$ cat config.mk
export PLATFORM = sky130hd
export DESIGN_NAME = rom_select_lock
export DESIGN_NICKNAME = d
export VERILOG_FILES = /design/src/rtl/rsl_pkg.sv /design/src/rtl/rsl_lock.sv /design/src/rtl/rsl_route.sv /design/src/rtl/rsl_chipsel.sv /design/src/rtl/rom_select_lock.sv
export SDC_FILE = /design/constraint.sdc
export NUM_CORES = 1
export LEC_CHECK = 0
export CORE_AREA = 2 2 39 41
export CTS_BUF_LIST = sky130_fd_sc_hd__clkbuf_8
export CTS_CLUSTER_SIZE = 40
export DETAILED_ROUTE_END_ITERATION = 6
export DIE_AREA = 0 0 41 43
export DONT_BUFFER_PORTS = 1
export HOLD_SLACK_MARGIN = 0.12
export SLEW_MARGIN = 20
export SYNTH_ARGS = -nofsm -noshare
export SYNTH_HDL_FRONTEND = slang
export SYNTH_SLANG_ARGS = --single-unit
$ cat constraint.sdc
create_clock -name clk -period 0.9 [get_ports clk]
set_input_delay 0.045 -clock clk [delete_from_list [all_inputs] [get_ports clk]]
set_output_delay 0.045 -clock clk [all_outputs]
set_load 0.005 [all_outputs]
$ cat src/rtl/rsl_pkg.sv
package rsl_pkg;
  localparam int REG_W      = 5;
  localparam int LO_BANK_W  = 2;
  localparam int HI_ADDR_W  = 3;

  // field positions inside the character-bank register value
  localparam int BANK_LSB   = 1;
  localparam int ROM_SEL    = 3;
  localparam int CTRL_BIT   = 4;

  typedef enum logic {ROM_LO = 1'b0, ROM_HI = 1'b1} rom_e;

  typedef struct packed {
    logic [LO_BANK_W-1:0] bank;
    rom_e                 rom;
    logic                 tclr;
  } route_t;
endpackage

$ cat src/rtl/rsl_lock.sv
module rsl_lock #(
  parameter int REG_W    = 5,
  parameter int CTRL_BIT = 4
) (
  input  logic             clk,
  input  logic             rst_n,
  input  logic             wr,
  input  logic [REG_W-1:0] val,
  output logic             open_q
);
  // last written control bit; reset to 1 so a 0 must be written first
  logic prev_ctl_q;
  logic ctl_now;
  logic rise;

  assign ctl_now = val[CTRL_BIT];
  assign rise    = wr && ctl_now && !prev_ctl_q;

  always_ff @(posedge clk or negedge rst_n) begin
    if (!rst_n) begin
      prev_ctl_q <= 1'b1;
      open_q     <= 1'b0;
    end else begin
      if (wr) prev_ctl_q <= ctl_now;
      if (rise) open_q <= 1'b1;
    end
  end
endmodule

$ cat src/rtl/rsl_route.sv
module rsl_route
  import rsl_pkg::*;
#(
  parameter int REG_W     = 5,
  parameter int LO_BANK_W = 2
) (
  input  logic             open_q,
  input  logic [REG_W-1:0] val,
  output route_t           route
);
  always_comb begin
    route.bank = '0;
    route.rom  = ROM_LO;
    route.tclr = 1'b1;
    if (open_q) begin
      route.bank = val[BANK_LSB +: LO_BANK_W];
      route.rom  = rom_e'(val[ROM_SEL]);
      route.tclr = val[CTRL_BIT];
    end
  end
endmodule

$ cat src/rtl/rsl_chipsel.sv
module rsl_chipsel
  import rsl_pkg::*;
(
  input  logic rd,
  input  rom_e rom,
  output logic lo_cs_n,
  output logic hi_cs_n
);
  assign lo_cs_n = !(rd && (rom == ROM_LO));
  assign hi_cs_n = !(rd && (rom == ROM_HI));
endmodule

$ cat src/rtl/rom_select_lock.sv
module rom_select_lock
  import rsl_pkg::*;
(
  input  logic                 clk,
  input  logic                 rst_n,
  input  logic                 reg_wr,
  input  logic [REG_W-1:0]     reg_val,
  input  logic [HI_ADDR_W-1:0] prg_bank,
  input  logic                 prg_rd,
  output logic [LO_BANK_W-1:0] lo_bank,
  output logic [HI_ADDR_W-1:0] hi_addr,
  output logic                 lo_cs_n,
  output logic                 hi_cs_n,
  output logic                 timer_clr
);
  logic   open_q;
  route_t route;

  rsl_lock #(.REG_W(REG_W), .CTRL_BIT(CTRL_BIT)) u_lock (
    .clk(clk), .rst_n(rst_n), .wr(reg_wr), .val(reg_val), .open_q(open_q)
  );

  rsl_route #(.REG_W(REG_W), .LO_BANK_W(LO_BANK_W)) u_route (
    .open_q(open_q), .val(reg_val), .route(route)
  );

  rsl_chipsel u_cs (
    .rd(prg_rd), .rom(route.rom), .lo_cs_n(lo_cs_n), .hi_cs_n(hi_cs_n)
  );

  assign lo_bank   = route.bank;
  assign hi_addr   = prg_bank;
  assign timer_clr = route.tclr;
endmodule

==> impl_metrics.ini, run 1 <==
[finish]
final_nets = 36
antennaDiodeCount = 0
synthToLayoutAreaGrowth_pct = 91.0
drive_gt1_share_pct = 21.7

[hold_path]
hp-class = input port to output port
hp-start = prg_rd

[timing]
finalHoldViolCount = 0
tns_ps = 0
tightestPinTransition_ps = 130
max_freq_ghz = 1.16
min_period_ps = 860
slew-limit-headroom_pct = 91.2
rsz0062_at_grt = false
drv_slew = 0
fin_crit_sh_pct = 95.6
setup_viol = 0
clock_skew_ps = 7.65
fin_ws_ps = 39.8

[cts]
cts_buffer_depth = 2
cts_root_buf = clkbuf_8
cts_tree = built
path_clk_slew_ps = 30
cts_htree_levels = 1
cts_setup_buffers = 0
insertion_delay_ps = 210
cts_made_buffers = 3
cts_sinks = 2

[pwr]
p_int_w = 0.000414
combPwrFrac_pct = 8.4
vdd_drop_max_mv = 0.374
switchingPower_w = 0.0000934
seqPwrFrac_pct = 19.7
cellPowerDensity_nw_per_um2 = 2120
power_leakage_nw = 0.102
switching_share_pct = 18.4
p_clk_share_pct = 71.9

[route]
drtIter0Drc = 3
num_vias = 136
drcViolationCount = 0
wl_met2_um = 125
wl_met1_um = 100
top_layer_used = met4
drtPass1Iterations = 4
vias_per_cell = 3.49
routed_wl_um = 308
route.met3.wl_um = 62
routedWlPerCell_um = 7.90
drtAntennaViolNets = 0

[yosys]
yosys_warnings = 0
yosysTopAreaCellShare_pct = 21.0
synth.cell_area_um2 = 125
ys_ff_latch = 2
synth_top_area_cell = dfstp_2
synth_seq_area_share_pct = 41.0
avgSynthCellArea_um2 = 8.34
synthDistinctLibCells = 10
synth_nets = 27
netlist_instances = 15
synthTopCellsByArea = dfstp_2 21%, dfrtp_1 20%, buf_4 18%, and2_1 10%, nand2_1 9.0%

[die]
fp.dieArea_um2 = 1760
io_pins = 20
rows = 14
fp.dieH_um = 43
core_area_um2 = 1380
start_util_pct = 9.04
fp.dieW_um = 41

[critical_path]
path_max_fanout = 6
crit_chain = and2_1
cp_top_family = flip-flops
cp_slowest_stage_delay_ps = 420
critPathCaptureType = output port
critPathLaunch = u_lock.open_q$_DFFE_PN0P_
worstPathArrival_ps = 820
worstPathRequired_ps = 850
cp_slowest_cell = dfrtp_2
r2r_start = u_lock.prev_ctl_q$_DFFE_PN1P_
start_kind = register
crit_type = register to output port
path_buf_inv = 0

[global_route]
grt_pass1_vias = 123
grt_usage_pct = 5.02
antenna_found_initial = 0
grt_pass1_wl_um = 469
grt_max_degree = 7
grt_overflow = 0

[run_status]
outcome = complete, no violations

[place]
port_buffers = 0
place.gp.congestion = 0.615
dpl_worst_slack_ps = 145

[job]
cap_viol_max_count = 0
-- power by group through the flow --
stage | registers [W] | logic [W] | clock network, W
after global routing | 0.000101 | 0.0000496 | 0.000389
after global placement | 0.000101 | 0.0000158 | 0
final | 0.0000999 | 0.0000426 | 0.000365
after CTS | 0.000100 | 0.0000434 | 0.000378
after floorplan | 0.000100 | 0.0000251 | 0
after detailed placement | 0.000101 | 0.0000156 | 0
-- synthesized netlist by cell type --
cell type / count
dfstp_2: 1
dfrtp_1: 1
nand2b_1: 1
o21ai_0: 1
nand3_1: 1
buf_4: 3
nand2_1: 3
inv_1: 1
and2_1: 2
o21bai_1: 1
-- area by class of cell --
| cell class | instances | area, um2 |
|---|---|---|
| fill | 157 | 1140 |
| timing repair buffer | 7 | 70.1 |
| sequential | 2 | 52.6 |
| multi-input combinational | 9 | 47.5 |
| clock buffer | 3 | 41.3 |
| tap | 16 | 20.0 |
| clock inverter | 1 | 3.75 |
| inverter | 1 | 3.75 |
-- worst paths after layout --
kind,to,slack (ps),depth (start not counted)
worst max-delay path,lo_bank[1],40,1
worst min-delay path,lo_cs_n,130,1
worst max register to register,u_lock.prev_ctl_q$_DFFE_PN1P_,150,2
worst min register to register,u_lock.prev_ctl_q$_DFFE_PN1P_,460,2
max in group asynchronous,u_lock.prev_ctl_q$_DFFE_PN1P_,80,2
min in group asynchronous,u_lock.open_q$_DFFE_PN0P_,600,2
-- cells in the final DEF (no fill, tap or decap) --
cell / count
clkbuf_8: 3
dfrtp_2: 1
and2_1: 2
nand2b_1: 1
nand2_1: 3
dlygate4sd3_1: 7
dfstp_2: 1
inv_1: 2
nand3_1: 1
o21bai_1: 1
o21ai_0: 1
-- state kept, by name, indices dropped and copies added, names as in the netlist --
register	flops
u_lock.open_q	1
u_lock.prev_ctl_q	1
-- what timing repair did --
item,4_1_cts,5_1_grt
resized for setup,0,1
endpoints found under the setup margin,0,3
hold buffers,7,0
hold endpoints to repair,7,0
-- kinds of logic after synthesis --
family          share of synthesized area [%]
buf+inv                                  21.0
flops                                    41.0
compound gates                           10.0
simple gates                             28.0
-- per-stage QoR --
step                      instance area (um2)  instances  total power [W]  hold WS [ps]  util [%]
final                                     239         39         0.000507           134      17.3
after global routing                      239         39         0.000539           147      17.3
after CTS                                 238         39         0.000521           135      17.2
after detailed placement                  123         28         0.000116          -251      8.86
after global placement                    123         28         0.000116          -251      8.86
after floorplan                           125         15         0.000125          -251         -
-- routing by layer --
layer	GRT usage (%)	vias to the layer above
met3	6.28	4
met4	6.00	0
met2	4.69	15
met1	4.49	58
met5	0	-
li1	-	59
Power figures use the tool's default switching activity.
==> run 2: changes to the inputs <==
- CTS_BUF_LIST: sky130_fd_sc_hd__clkbuf_8 -> sky130_fd_sc_hd__clkbuf_4
- GPL_TIMING_DRIVEN: default -> 0
- SYNTH_HIERARCHICAL: default -> 1
==> run 2 against run 1 <==
Compared with the run above:
- the flow now finishes with violations (setup timing)
- die area stayed put
- final cell count is 5.1% higher
- non-clock buffer count is 2 higher
- fmax is 7.6% lower
- clock power is 31% lower
- first-iteration DRC count is 100% lower
- largest power group unchanged
- highest routed layer is now met3
==> impl_metrics.ini, run 2 <==
[run_status]
outcome = complete, but fails checks
violations = setup timing

[cts]
cts_htree_levels = 1
cts_made_buffers = 3
cts_sinks = 2
cts_root_buf = clkbuf_4
cts_buffer_depth = 2
path_clk_slew_ps = 40
insertion_delay_ps = 230
cts_tree = built

[critical_path]
worstReg2RegEnd = u_lock/open_q$_DFFE_PN0P_
rrSetupSlack_ps = 90
reg2reg_depth = 2
critPathCaptureType = output port
r2r_start = u_lock/open_q$_DFFE_PN0P_
critPathLaunch = u_lock/open_q$_DFFE_PN0P_
crit_type = register to output port
path_max_fanout = 3
worstPathRequired_ps = 850
worstPathArrival_ps = 890
start_kind = register

[hold_path]
holdPathStages = 1
whs_endpoint = lo_cs_n
hp-class = input port to output port
hp-start = prg_rd

[timing]
max_freq_ghz = 1.07
tightestPinTransition_ps = 111
setup_viol = 3
whs_ps = 126
clock_skew_ps = 7.86
drv_slew = 0
finalHoldViolCount = 0
fin_ws_ps = -30.7
fin_crit_sh_pct = 103
min_period_ps = 931
slew-limit-headroom_pct = 92.5
rsz0062_at_grt = true

[route]
routed_wl_um = 324
drtAntennaViolNets = 0
wl_met2_um = 158
num_vias = 135
top_layer_used = met3
wl_met1_um = 91
vias_per_cell = 3.29
drcViolationCount = 0
routedWlPerCell_um = 7.90
route.met3.wl_um = 74
drtIter0Drc = 0
drtPass1Iterations = 1

[yosys]
synthTopCellsByArea = dfstp_2 20%, dfrtp_1 19%, buf_4 17%, and2_1 14%, nand2b_1 9.4%
yosysTopAreaCellShare_pct = 19.8
avgSynthCellArea_um2 = 8.84
yosys_warnings = 6
synthDistinctLibCells = 9
ys_ff_latch = 2
netlist_instances = 15
async_flop_share_pct = 100
synth_top_area_cell = dfstp_2
synth.cell_area_um2 = 133
ys.flop_type = dfstp_2
synth_common_cells = 3 x and2_1, 3 x buf_4, 2 x nand2_1, 2 x nand2b_1
synth_seq_area_share_pct = 38.7
synth-edff-count = 0
synth_nets = 27

[finish]
final_common_cell = buf_4
drive_gt1_share_pct = 60.0
final_nets = 38
fin_cells = 41
reg_top3 = u_lock/open_q: 1 flops, u_lock/prev_ctl_q: 1 flops
antennaDiodeCount = 0
synthToLayoutAreaGrowth_pct = 90.6
final_cell_mix = 5 x buf_4, 4 x clkbuf_4, 4 x dlygate4sd3_1
final_area_um2 = 253

[die]
fp.dieW_um = 41
fp.dieH_um = 43
start_util_pct = 9.58
core_area_um2 = 1380
io_pins = 20
fp.dieArea_um2 = 1760
rows = 14

[global_route]
grt_pass1_vias = 122
grt_usage_pct = 4.21
antenna_found_initial = 0
grt_pass1_wl_um = 379
grt_max_degree = 4
grt_overflow = 0

[place]
port_buffers = 0
place_inst = 31
place.gp.congestion = 0.446
dpl_cell_area_um2 = 153
dpl_worst_slack_ps = 153

[job]
cap_viol_max_count = 0

[pwr]
vdd_drop_max_mv = 0.235
power_leakage_nw = 0.115
cellPowerDensity_nw_per_um2 = 1600
total_power_w = 0.000405
## run 2: worst max path at each step
stage / end / slack, ps / depth (start not counted)
5_1_grt: lo_cs_n / -80 / 2
2_1_floorplan: u_lock/prev_ctl_q$_DFFE_PN1P_ / 190 / 2
4_1_cts: lo_bank[1] / -40 / 2
3_3_place_gp: u_lock/prev_ctl_q$_DFFE_PN1P_ / 160 / 2
3_5_place_dp: u_lock/prev_ctl_q$_DFFE_PN1P_ / 150 / 2
6_report: lo_cs_n / -30 / 2
## run 2: logic make-up after synthesis
| logic type | synth area share, % |
|---|---|
| simple gates | 29.2 |
| flops | 38.7 |
| compound gates | 12.3 |
| buf+inv | 19.8 |
## run 2: routing by layer
metal  up-vias  track usage (%)
met1        56             1.60
met5         -                0
li1         63                -
met3         0             6.28
met2        16             5.94
met4         0             4.00
## run 2: final cells by class
cell class,count,area (um2)
Sequential cell,2,51.3
Tap cell,16,20.0
Timing Repair Buffer,6,55.1
Clock buffer,4,30.0
Multi-Input combinational cell,9,70.1
Fill cell,157,1130
Inverter,1,3.75
Buffer,3,22.5
## run 2: repair_timing
| action | in CTS | in global routing |
|---|---|---|
| hold endpoints to repair | 4 | 0 |
| hold buffers | 4 | 0 |
| buffers inserted | 2 | 0 |
| endpoints found under the setup margin | 2 | 5 |
| pin swaps | 0 | 0 |
| resized for setup | 2 | 2 |
## run 2: report_power, final
part	internal [W]	switching, W
Clock	0.000195	0.0000561
Combinational	0.0000365	0.0000171
Sequential	0.0000977	0.00000253
## run 2: stage by stage
step,utilization (%),TNS (ps)
floorplan,-,0
global placement,11.0,0
detailed placement,11.0,0
CTS,17.9,-118
global route,18.3,-276
finish,18.3,-81.4
## run 2: critical path: stages, from the launching register on
cell,delay (ps)
dfrtp_1,380
and2_4,150
nand2b_4,130
==> run 3: changes to the inputs <==
- clock period: 0.9 -> 1.2 ns (I/O delays scaled with it)
==> run 3 against run 2 <==
Compared with the run above:
- combinational power shrank 37%
- final cell count is 4.9% lower
- register-to-register slack gained 370 ps
- sequential power shrank 25%
- flip-flop and latch count did not move
- the run now ends clean
==> impl_metrics.ini, run 3 (same netlist as run 2, synthesis figures left out) <==
[run_status]
outcome = complete, no violations

[finish]
drive_gt1_share_pct = 39.1
multi_input_area_um2 = 55.1
nFillCells = 157
fin_util_pct = 16.1
synthToLayoutAreaGrowth_pct = 67.9
seq_area_um2 = 51.3
reg_top3 = u_lock/open_q: 1 flops, u_lock/prev_ctl_q: 1 flops
final_nets = 36
antennaDiodeCount = 0
final_cell_mix = 4 x clkbuf_4, 4 x dlygate4sd3_1, 3 x buf_4, 3 x and2_1

[critical_path]
crit_end = lo_cs_n
critPathLaunch = u_lock/open_q$_DFFE_PN0P_
path_max_fanout = 5
worstReg2RegEnd = u_lock/prev_ctl_q$_DFFE_PN1P_
cp_num_cells = 2
worstPathArrival_ps = 930
crit_chain = and2_1, nand2b_1
cp_top_family = flip-flops
path_buf_inv = 0
crit_type = register to output port
start_kind = register
rrSetupSlack_ps = 460
reg2reg_depth = 2
worstPathRequired_ps = 1140
critPathCaptureType = output port
cp_slowest_stage_delay_ps = 390
r2r_start = u_lock/prev_ctl_q$_DFFE_PN1P_
cp_slowest_cell = dfrtp_1

[global_route]
grt_usage_pct = 3.91
use_met1_pct = 1.28
grt_pass1_wl_um = 345
grt_max_degree = 6
use_met2_pct = 5.31
grt_use_met3_pct = 6.28
antenna_found_initial = 0
busiest_layer = met3
grt_pass1_vias = 118
grt_overflow = 0

[route]
routed_wl_um = 296
drcViolationCount = 0
num_vias = 128
routedWlPerCell_um = 7.59
drtPass1Iterations = 1
drtIter0Drc = 0
drtAntennaViolNets = 0
vias_per_cell = 3.28

[timing]
max_freq_ghz = 1.01
fin_crit_sh_pct = 82.5
setup_viol = 0
finalHoldViolCount = 0
min_period_ps = 990
slew-limit-headroom_pct = 92.6
tightestPinTransition_ps = 111
drv_slew = 0
tns_ps = 0
clock_skew_ps = 7.94
rsz0062_at_grt = false

[die]
fp.dieH_um = 43
core_area_um2 = 1380
fp.dieArea_um2 = 1760
io_pins = 20
rows = 14
start_util_pct = 9.58
fp.dieW_um = 41

[pwr]
cellPowerDensity_nw_per_um2 = 1330
p_clk_share_pct = 63.4
p_int_w = 0.000241
seqPwrFrac_pct = 25.3
switchingPower_w = 0.0000564
combPwrFrac_pct = 11.3
switching_share_pct = 19.0
power_leakage_nw = 0.0934
vdd_drop_max_mv = 0.172

[cts]
insertion_delay_ps = 230
cts_htree_levels = 1
cts_tree = built
ctsHoldBuffers = 4
cts_buffer_depth = 2
path_clk_slew_ps = 40
cts.repair.resized = 0
cts_sinks = 2
cts_setup_buffers = 0
cts_made_buffers = 3
cts_root_buf = clkbuf_4

[place]
port_buffers = 0
place.gp.congestion = 0.446

[job]
cap_viol_max_count = 0

[hold_path]
hp-class = input port to output port
==> run 3: worst reg2reg max path: stages (launching register included) <==
cell	delay (ps)
dfstp_2	520
inv_1	40
o21ai_1	110
==> run 3: through the flow <==
stage	total power (W)	setup WS (ps)	std cells	cell area (um2)	hold slack, ps
final	0.000297	210	39	223	169
after global routing	0.000321	126	39	223	180
after CTS	0.000309	193	39	223	172
after detailed placement	0.0000987	445	31	153	-235
after global placement	0.0000983	457	31	153	-235
after floorplan	0.0000963	484	15	133	-236
==> run 3: cell type report <==
type                       count  share of cell area, %
tap                           16                   8.99
multi-input combinational      9                   24.7
sequential                     2                   23.0
inverter                       1                   1.69
buffer                         3                   10.1
clock buffer                   4                   13.5
timing repair buffer           4                   18.0
==> run 3: layer usage <==
metal	part of all wire, %	wire length [um]
met5	0	0
met4	0	0
met3	22	65
met2	48	143
met1	29	87
==> run 3: power groups by stage <==
stage	registers [W]	clock network, W	logic [W]
2_1_floorplan	0.0000756	0	0.0000207
3_3_place_gp	0.0000757	0	0.0000226
3_5_place_dp	0.0000759	0	0.0000228
4_1_cts	0.0000752	0.000199	0.0000343
5_1_grt	0.0000756	0.000206	0.0000387
6_report	0.0000752	0.000188	0.0000336
==> run 3: worst min path at each step <==
stage	slack (ps)	start	endpoint	cells after the start
after global routing	180	prg_rd	hi_cs_n	1
after floorplan	-240	rst_n	u_lock/open_q$_DFFE_PN0P_	0
after CTS	170	prg_rd	hi_cs_n	1
after global placement	-240	rst_n	u_lock/open_q$_DFFE_PN0P_	0
after detailed placement	-240	rst_n	u_lock/open_q$_DFFE_PN0P_	0
final	170	prg_rd	hi_cs_n	1
